$ cat src/rtl/wds_pkg.sv
package wds_pkg;
  typedef enum logic {
    PH_RUN = 1'b0,
    PH_RST = 1'b1
  } wds_phase_e;
endpackage

$ cat src/rtl/wds_strobe_edge.sv
module wds_strobe_edge #(
  parameter int SYNC_STAGES = 2
) (
  input  logic clk,
  input  logic rst_n,
  input  logic strobe,
  output logic level,
  output logic rise
);
  logic [SYNC_STAGES-1:0] sync_q;
  logic                   prev_q;

  genvar g;
  generate
    for (g = 0; g < SYNC_STAGES; g++) begin : g_sync
      if (g == 0) begin : g_first
        always_ff @(posedge clk or negedge rst_n) begin
          if (!rst_n) sync_q[0] <= 1'b0;
          else        sync_q[0] <= strobe;
        end
      end else begin : g_next
        always_ff @(posedge clk or negedge rst_n) begin
          if (!rst_n) sync_q[g] <= 1'b0;
          else        sync_q[g] <= sync_q[g-1];
        end
      end
    end
  endgenerate

  always_ff @(posedge clk or negedge rst_n) begin
    if (!rst_n) prev_q <= 1'b0;
    else        prev_q <= sync_q[SYNC_STAGES-1];
  end

  assign level = sync_q[SYNC_STAGES-1];
  assign rise  = sync_q[SYNC_STAGES-1] & ~prev_q;
endmodule

$ cat src/rtl/wds_period_map.sv
module wds_period_map #(
  parameter int WD_BASE = 400,
  parameter int LD_BASE = 1600,
  parameter int RW_BASE = 25,
  parameter int CW      = 13
) (
  input  logic [2:0]    wd_code,
  input  logic [1:0]    ld_code,
  input  logic [1:0]    rw_code,
  output logic          wd_en,
  output logic [CW-1:0] wd_per,
  output logic          ld_en,
  output logic [CW-1:0] ld_per,
  output logic [CW-1:0] rw_per
);
  always_comb begin
    wd_en  = (wd_code >= 3'd1) && (wd_code <= 3'd5);
    wd_per = CW'(WD_BASE);
    if (wd_en) wd_per = CW'(WD_BASE) << (wd_code - 3'd1);
    ld_en  = (ld_code != 2'd0);
    ld_per = CW'(LD_BASE);
    if (ld_en) ld_per = CW'(LD_BASE) << (ld_code - 2'd1);
    rw_per = CW'(RW_BASE) << rw_code;
  end
endmodule

$ cat src/rtl/wds_elapsed.sv
module wds_elapsed #(
  parameter int CW = 13
) (
  input  logic          clk,
  input  logic          rst_n,
  input  logic          clr,
  input  logic          inc,
  output logic [CW-1:0] count
);
  localparam logic [CW-1:0] TOP = '1;
  logic [CW-1:0] cnt_q, cnt_d;

  always_comb begin
    cnt_d = cnt_q;
    if (clr)                      cnt_d = '0;
    else if (inc && cnt_q != TOP) cnt_d = cnt_q + 1'b1;
  end

  always_ff @(posedge clk or negedge rst_n) begin
    if (!rst_n) cnt_q <= '0;
    else        cnt_q <= cnt_d;
  end

  assign count = cnt_q;
endmodule

$ cat src/rtl/dual_wd_supervisor.sv
module dual_wd_supervisor #(
  parameter int WD_BASE     = 400,
  parameter int LD_BASE     = 1600,
  parameter int RW_BASE     = 25,
  parameter int SYNC_STAGES = 2
) (
  input  logic       clk,
  input  logic       rst_n,
  input  logic       tick,
  input  logic       init,
  input  logic       strobe,
  input  logic [2:0] wd_code,
  input  logic [1:0] ld_code,
  input  logic [1:0] rw_code,
  input  logic       flag_clr,
  output logic       irq_n,
  output logic       rst_out_n,
  output logic       wd_flag
);
  import wds_pkg::*;

  localparam int WD_MAX = WD_BASE * 16;
  localparam int LD_MAX = LD_BASE * 4;
  localparam int RW_MAX = RW_BASE * 8;
  localparam int P_MAX  = (WD_MAX > LD_MAX) ? ((WD_MAX > RW_MAX) ? WD_MAX : RW_MAX)
                                            : ((LD_MAX > RW_MAX) ? LD_MAX : RW_MAX);
  localparam int CW     = $clog2(P_MAX + 1);

  logic          s_level, s_rise;
  logic          wd_en, ld_en;
  logic [CW-1:0] wd_per, ld_per, rw_per, elapsed;
  logic          cnt_clr;
  logic          wd_hit, ld_hit, rw_hit;

  wds_phase_e phase_q, phase_d;
  logic       irq_q, irq_d;
  logic       flag_q, flag_d;

  wds_strobe_edge #(.SYNC_STAGES(SYNC_STAGES)) u_edge (
    .clk    (clk),
    .rst_n  (rst_n),
    .strobe (strobe),
    .level  (s_level),
    .rise   (s_rise)
  );

  wds_period_map #(.WD_BASE(WD_BASE), .LD_BASE(LD_BASE), .RW_BASE(RW_BASE), .CW(CW)) u_map (
    .wd_code (wd_code),
    .ld_code (ld_code),
    .rw_code (rw_code),
    .wd_en   (wd_en),
    .wd_per  (wd_per),
    .ld_en   (ld_en),
    .ld_per  (ld_per),
    .rw_per  (rw_per)
  );

  wds_elapsed #(.CW(CW)) u_cnt (
    .clk   (clk),
    .rst_n (rst_n),
    .clr   (cnt_clr),
    .inc   (tick),
    .count (elapsed)
  );

  // A timeout expires on the tick that carries the count to its period.
  assign wd_hit = tick & wd_en & (elapsed == wd_per - 1'b1);
  assign ld_hit = tick & ld_en & (elapsed == ld_per - 1'b1);
  assign rw_hit = tick & (elapsed == rw_per - 1'b1);

  always_comb begin
    phase_d = phase_q;
    irq_d   = irq_q;
    flag_d  = flag_q & ~flag_clr;
    cnt_clr = 1'b0;
    if (init) begin
      phase_d = PH_RUN;
      irq_d   = 1'b0;
      flag_d  = 1'b0;
      cnt_clr = 1'b1;
    end else if (phase_q == PH_RUN) begin
      if (s_rise) begin
        cnt_clr = 1'b1;
        irq_d   = 1'b0;
      end else if (ld_hit) begin
        phase_d = PH_RST;
        cnt_clr = 1'b1;
        irq_d   = 1'b0;
      end else if (wd_hit && !s_level) begin
        irq_d  = 1'b1;
        flag_d = 1'b1;
      end
    end else begin
      if (s_rise || rw_hit) begin
        phase_d = PH_RUN;
        cnt_clr = 1'b1;
      end
    end
  end

  always_ff @(posedge clk or negedge rst_n) begin
    if (!rst_n) begin
      phase_q <= PH_RUN;
      irq_q   <= 1'b0;
      flag_q  <= 1'b0;
    end else begin
      phase_q <= phase_d;
      irq_q   <= irq_d;
      flag_q  <= flag_d;
    end
  end

  assign irq_n     = ~irq_q;
  assign rst_out_n = (phase_q == PH_RUN);
  assign wd_flag   = flag_q;
endmodule

$ cat config.mk
export PLATFORM = sky130hd
export DESIGN_NAME = dual_wd_supervisor
export DESIGN_NICKNAME = d
export VERILOG_FILES = /design/src/rtl/wds_pkg.sv /design/src/rtl/wds_strobe_edge.sv /design/src/rtl/wds_period_map.sv /design/src/rtl/wds_elapsed.sv /design/src/rtl/dual_wd_supervisor.sv
export SDC_FILE = /design/constraint.sdc
export NUM_CORES = 1
export LEC_CHECK = 0
export ABC_AREA = 0
export BUFFER_PORTS_ARGS = -buffer_cell sky130_fd_sc_hd__buf_2
export CORE_UTILIZATION = 30
export CTS_BUF_LIST = sky130_fd_sc_hd__clkbuf_16
export DETAILED_ROUTE_END_ITERATION = 8
export GPL_TIMING_DRIVEN = 0
export PLACE_DENSITY_LB_ADDON = 0.1
export SYNTH_ARGS = -nofsm -noshare
export SYNTH_HDL_FRONTEND = slang
export SYNTH_HIERARCHICAL = 1
export SYNTH_SLANG_ARGS = --single-unit
$ cat constraint.sdc
create_clock -name clk -period 4.8 [get_ports clk]
set_input_delay 0 -clock clk [delete_from_list [all_inputs] [get_ports clk]]
set_output_delay 0 -clock clk [all_outputs]
set_load 0.02 [all_outputs]
After elaboration in Yosys (flattened, before gate mapping):

Cells that the tools add are included.

* $lt $le $gt $ge: 2
* multiplexer cells: 23
* $add $sub $neg: 6
* bitwise logic cells: 11
* eq/ne operators: 5
* shifts and indexed selects: 3
* reduce and logical (&&, ||, !) cells: 9

Operators by type and width (count)
* 13-bit two-way mux: 4
* 13-bit equality test: 3
* 13-bit by 1-bit subtractor with 13-bit output (second input constant): 3
* 1-bit two-way mux: 19
* 13-bit by 1-bit adder with 13-bit output (second input constant): 1
* 13-bit != test (second input constant): 1
* 11-bit by 2-bit left shift with 13-bit output (first input constant): 1
* 5-bit by 2-bit left shift with 13-bit output (first input constant): 1
* 9-bit by 3-bit left shift with 13-bit output (first input constant): 1
* 1-bit AND: 7
* 1-bit NOT: 4
* 2-bit nonzero test: 2
* 4-bit nonzero test: 1
* 3-bit by 1-bit greater-or-equal comparator with 1-bit output (second input constant): 1
* 3-bit <= comparator (second input constant): 1
* 1-bit logical AND: 3
* 3-bit by 1-bit subtractor with 3-bit output (second input constant): 1
* 2-bit != test (second input constant): 1
* 2-bit AND reduction: 1
* 2-bit by 1-bit subtractor with 2-bit output (second input constant): 1
* 1-bit logical NOT: 1
* 1-bit logical OR: 1

* logic and storage cells: 66
* input port bits: 13
* register bits after elaboration: 19

Longest topological paths before layout:

* depth after elaboration: 12
* depth in mapped cells: 14

Hierarchy:

Netlist, hierarchy kept.

Modules (own cells, without submodules)
* dual_wd_supervisor: instances 1, cells each 211, area an instance 1556.5 um2
* wds_elapsed: instances 1, cells each 72, area an instance 739.5 um2
* wds_period_map: instances 1, cells each 69, area an instance 499.2 um2
* wds_strobe_edge: instances 1, cells each 4, area an instance 88.8 um2

Worst setup path after synthesis:

Ideal clock, no wire load.

* path type: input -> register
* from: in rw_code[1]
* to: reg u_cnt.cnt_q[6], in the netlist u_cnt/count[6]
* data arrival time: 2.757 ns
* path buffers: 2
* setup slack: 1.957 ns
* stages on the path: 13
* cells stage by stage: inv_1 ha_1 inv_1 or4b_1 buf_2 xnor2_1 and3_1 o21ai_0 o211ai_1 a311o_1 o21bai_1 dlygate4sd1_1 nor3_1

* longest elaborated chain between the ends: 9

RTL lines
* start, declared: RTL line dual_wd_supervisor.sv:14 `input logic [1:0] rw_code,`
* 5-bit by 2-bit left shift with 13-bit output (*): RTL line wds_period_map.sv:23 `rw_per = CW'(RW_BASE) << rw_code;`
* named net rw_per[5]: RTL line dual_wd_supervisor.sv:31 `logic [CW-1:0] wd_per, ld_per, rw_per, elapsed;`
* 13-bit by 1-bit subtractor with 13-bit output (*): RTL line dual_wd_supervisor.sv:69 `assign rw_hit = tick & (elapsed == rw_per - 1'b1);`
* 13-bit equality test (*): RTL line dual_wd_supervisor.sv:69
* 1-bit AND (*): RTL line dual_wd_supervisor.sv:69
* 1-bit logical OR (*): RTL line dual_wd_supervisor.sv:94 `if (s_rise || rw_hit) begin`
* 1-bit two-way mux (*): RTL line dual_wd_supervisor.sv:94
* 1-bit two-way mux (*): RTL line dual_wd_supervisor.sv:81 `end else if (phase_q == PH_RUN) begin`
* 1-bit two-way mux (*): RTL line dual_wd_supervisor.sv:76 `if (init) begin`
* named net cnt_clr: RTL line dual_wd_supervisor.sv:32 `logic cnt_clr;`
* 13-bit two-way mux / 2-bit nonzero test (equally long branches)
* end signal, assigned: RTL line wds_elapsed.sv:21 `else cnt_q <= cnt_d;`
* end, declared: RTL line wds_elapsed.sv:11 `logic [CW-1:0] cnt_q, cnt_d;`

The timed path passes the listed nets; every way through them passes the cells marked *.
A chain may end at the register's enable or synchronous reset.

Worst setup path after layout:

* from: in rw_code[1]
* to: reg u_cnt.cnt_q[8], in the netlist u_cnt/count[8]

The elaborated chain is that of the path after synthesis.

==> impl_metrics.env <==
export IMPL_cts_tree="built"
export IMPL_drive_above_1_share_pct=16.6
export IMPL_drt_iter0_markers=87
export IMPL_worst_setup_path_end_kind="register"
export IMPL_synth_top_cell_by_area="dfrtp_1"
export IMPL_antenna_cells=0
export IMPL_crit_required_ns=4.96
export IMPL_grt_use_met2_pct=26.9
export IMPL_fin_crit_ns=3.15
export IMPL_cts_sinks=19
export IMPL_cts_setup_buffers=0
export IMPL_fin_tns_setup_ns=0
export IMPL_cpLargestDelayFamily="compound AO/OA/AOI/OAI gates"
export IMPL_grt_pass1_vias=2368
export IMPL_antenna_found_initial=0
export IMPL_path_depth=14
export IMPL_die_width_um=100
export IMPL_netlist_area_leader_share_pct=16.5
export IMPL_finalSetupViolCount=0
export IMPL_grtUsageMet1_pct=20.5
export IMPL_path_cells="buf_2 > inv_1 > ha_1 > inv_1 > or4b_1 > buf_2 > xnor2_1 > and3_1 > o21ai_0 > o211ai_1 > a311o_1 > o21bai_1 > dlygate4sd1_1 > a211oi_1"
export IMPL_period_share_pct=65.7
export IMPL_drt_wl_total_um=7210
export IMPL_final_nets=425
export IMPL_grtUsageMet3_pct=1.53
export IMPL_fin_skew_ns=0.00206
export IMPL_r2r_setup_slack_ns=1.76
export IMPL_clkTransAtPathRegs_ns=0.06
export IMPL_drtPass1Iterations=4
export IMPL_tightest_slew_ns=0.565
export IMPL_placed_area_um2=3170
export IMPL_holdCritPathClass="primary input to register"
export IMPL_status="completed"
export IMPL_worstSetupPathType="primary input to register"
export IMPL_worstSetupStartpointType="primary input"
export IMPL_critical_path_buf_inv_count=5
export IMPL_grt_overflow=0
export IMPL_drt_wirelength_per_cell_um=13.8
export IMPL_crit_fanout=10
export IMPL_worstSkewPairLatency_ns=0.25
export IMPL_cts_hold_buffers=3
export IMPL_syn_to_final_growth_pct=13.8
export IMPL_reg2reg_from="u_cnt/count[2]"
export IMPL_synth_area_leaders="dfrtp_1 16%, xnor2_1 9.4%, ha_1 8.2%, xor2_1 5.8%, buf_4 5.2%"
export IMPL_stdcell_area_um2=3280
export IMPL_drc_errors=0
export IMPL_gp_congestion=0.710
export IMPL_synth_avg_cell_area_um2=8.10
export IMPL_hpwl_um=5600
export IMPL_grt_setup_unrepaired="no"
export IMPL_synth_edff_count=0
export IMPL_synth_cell_types=69
export IMPL_ys_async_sr_fraction_pct=100
export IMPL_cts_max_path_buffers=2
export IMPL_max_stage_delay_ns=0.51
export IMPL_grt_most_used_layer="met2"
export IMPL_initial_utilization_pct=31.1
export IMPL_core_um2=9280
export IMPL_p_leak_nw=1.37
export IMPL_ctsResizeCount=0
export IMPL_finalHoldViolations=0
export IMPL_synth_area_um2=2880
export IMPL_port_buffers=15
export IMPL_std_cell_rows=35
export IMPL_ys_seq_area_share_pct=16.5
export IMPL_powerDensity_nw_per_um2=156
export IMPL_ios=16
export IMPL_fp_dieH_um=100
export IMPL_worstReg2RegEnd="u_cnt/count[6]"
export IMPL_critPathCapture="u_cnt/count[8]"
export IMPL_grt_pass1_wl_um=11900
export IMPL_ys_ff_latch=19
export IMPL_worst_ep_arrival_time_ns=3.31
export IMPL_syn_inst=356
export IMPL_drv_cap=0
export IMPL_yosys_warnings=6
export IMPL_cts_root_buf="clkbuf_16"
export IMPL_vias_per_cell=4.87
export IMPL_detail_route_antenna_nets=0
export IMPL_numCtsBuffers=3
export IMPL_grt_usage_pct=15.2
export IMPL_dieArea_um2=10000
export IMPL_cp_slowest_cell="or4b_1"
export IMPL_synthFlopType="dfrtp_1"
export IMPL_r2r_cells=8
export IMPL_vias=2538
export IMPL_h_tree_depth=1
export IMPL_cp_startpoint="rw_code[1]"
export IMPL_drv_slew=0
export IMPL_relSlewSlack_pct=62.1
export IMPL_grt_max_degree=20
export IMPL_max_freq_mhz=317
export IMPL_peakVddDrop_mv=0.146
[worst register-to-register path, delay by kind of cell (launching register included)]
| family | cells | cell delay (ns) |
|---|---|---|
| AO/OA/AOI/OAI | 3 | 0.92 |
| XOR/XNOR | 1 | 0.16 |
| buffers and inverters | 2 | 1.00 |
| flip-flops | 1 | 0.49 |
| AND/OR/NAND/NOR | 2 | 0.33 |
[per-stage QoR]
step           std cells  total power, W  setup WS [ns]  hold WS [ns]  util, %
6_report             521        0.000513           1.65      0.000556     35.4
5_1_grt              521        0.000547           1.39        0.0186     35.4
3_5_place_dp         514        0.000338           1.40       -0.0213     34.2
3_3_place_gp         514        0.000337           1.40       -0.0251     34.2
2_1_floorplan        370        0.000302           1.96        -0.296        -
4_1_cts              521        0.000515           1.63       0.00261     35.4
[sequential cells by signal (all words and copies together) (netlist names)]
name           cells
u_edge/level       1
phase_q            1
wd_flag            1
u_edge/sync_q      1
u_edge/prev_q      1
irq_q              1
u_cnt/count       13
[per-layer routing]
metal | up-vias | wire length (um)
li1 | 1329 | -
met1 | 1178 | 3560
met2 | 29 | 3430
met3 | 2 | 207
met4 | 0 | 14
met5 | - | 0
[cells by family after synthesis]
| logic type | synth area share (%) |
|---|---|
| AO/OA/AOI/OAI | 15.9 |
| XOR/XNOR | 15.2 |
| adder cells (fa/ha/maj) | 8.24 |
| buffers and inverters | 9.98 |
| flip-flops | 16.5 |
| multiplexers | 3.30 |
| other | 0.130 |
| AND/OR/NAND/NOR | 30.8 |
[synthesized netlist by cell type (all sizes together), types with 2 or more instances]
| library cell | n |
|---|---|
| nand2b | 5 |
| nor3 | 15 |
| nor3b | 5 |
| or4 | 4 |
| o211ai | 5 |
| or4b | 3 |
| and2 | 5 |
| nor2b | 5 |
| a311o | 2 |
| nand3 | 14 |
| xor2 | 19 |
| nor4 | 8 |
| a211o | 2 |
| nand3b | 5 |
| a21oi | 15 |
| mux2 | 4 |
| nand2 | 21 |
| dfrtp | 19 |
| o2111ai | 3 |
| and3 | 5 |
| nand4 | 11 |
| o21ai | 9 |
| a211oi | 3 |
| or3 | 4 |
| and4 | 2 |
| xnor2 | 31 |
| buf | 24 |
| clkbuf | 2 |
| inv | 22 |
| ha | 19 |
| o41ai | 2 |
| mux2i | 5 |
| a31oi | 7 |
| o31ai | 7 |
| o31a | 2 |
| nor2 | 29 |
[cells in the final DEF, fill, tap and decap left out, types with 5 or more instances in the layout]
| cell type | instances |
|---|---|
| nor2_1 | 29 |
| dfrtp_1 | 19 |
| xor2_1 | 19 |
| nand2b_1 | 5 |
| o31ai_1 | 7 |
| nand3_1 | 14 |
| o21ai_0 | 8 |
| o211ai_1 | 5 |
| nor3b_1 | 5 |
| nor4_1 | 7 |
| a31oi_1 | 7 |
| nor3_1 | 13 |
| ha_1 | 19 |
| a21oi_1 | 14 |
| nand3b_1 | 5 |
| conb_1 | 15 |
| buf_4 | 20 |
| nand2_1 | 20 |
| buf_2 | 16 |
| nand4_1 | 8 |
| inv_1 | 21 |
| xnor2_1 | 31 |
| mux2i_1 | 5 |
[power by group]
part           internal (W)  switching (W)
clock              0.000112      0.0000624
combinational     0.0000755      0.0000956
sequential         0.000163     0.00000518
total              0.000350       0.000163
[area by class of cell]
| cell class | instances | area (um2) |
|---|---|---|
| plain buffers | 27 | 205 |
| clock buffers | 3 | 75.1 |
| clock inverters | 1 | 5.00 |
| fillers | 1011 | 6000 |
| inverters | 22 | 82.6 |
| multi-input cells | 302 | 2170 |
| flip-flops and latches | 19 | 475 |
| well taps | 129 | 161 |
| repair buffers | 18 | 105 |
[how the worst min path moves through the flow]
stage,start,end,depth (start not counted)
3_5_place_dp,rst_n,irq_q,1
4_1_cts,flag_clr,wd_flag,4
3_3_place_gp,rst_n,wd_flag,1
6_report,flag_clr,wd_flag,4
2_1_floorplan,rst_n,irq_q,0
5_1_grt,flag_clr,wd_flag,4
Power figures use the tool's default switching activity.
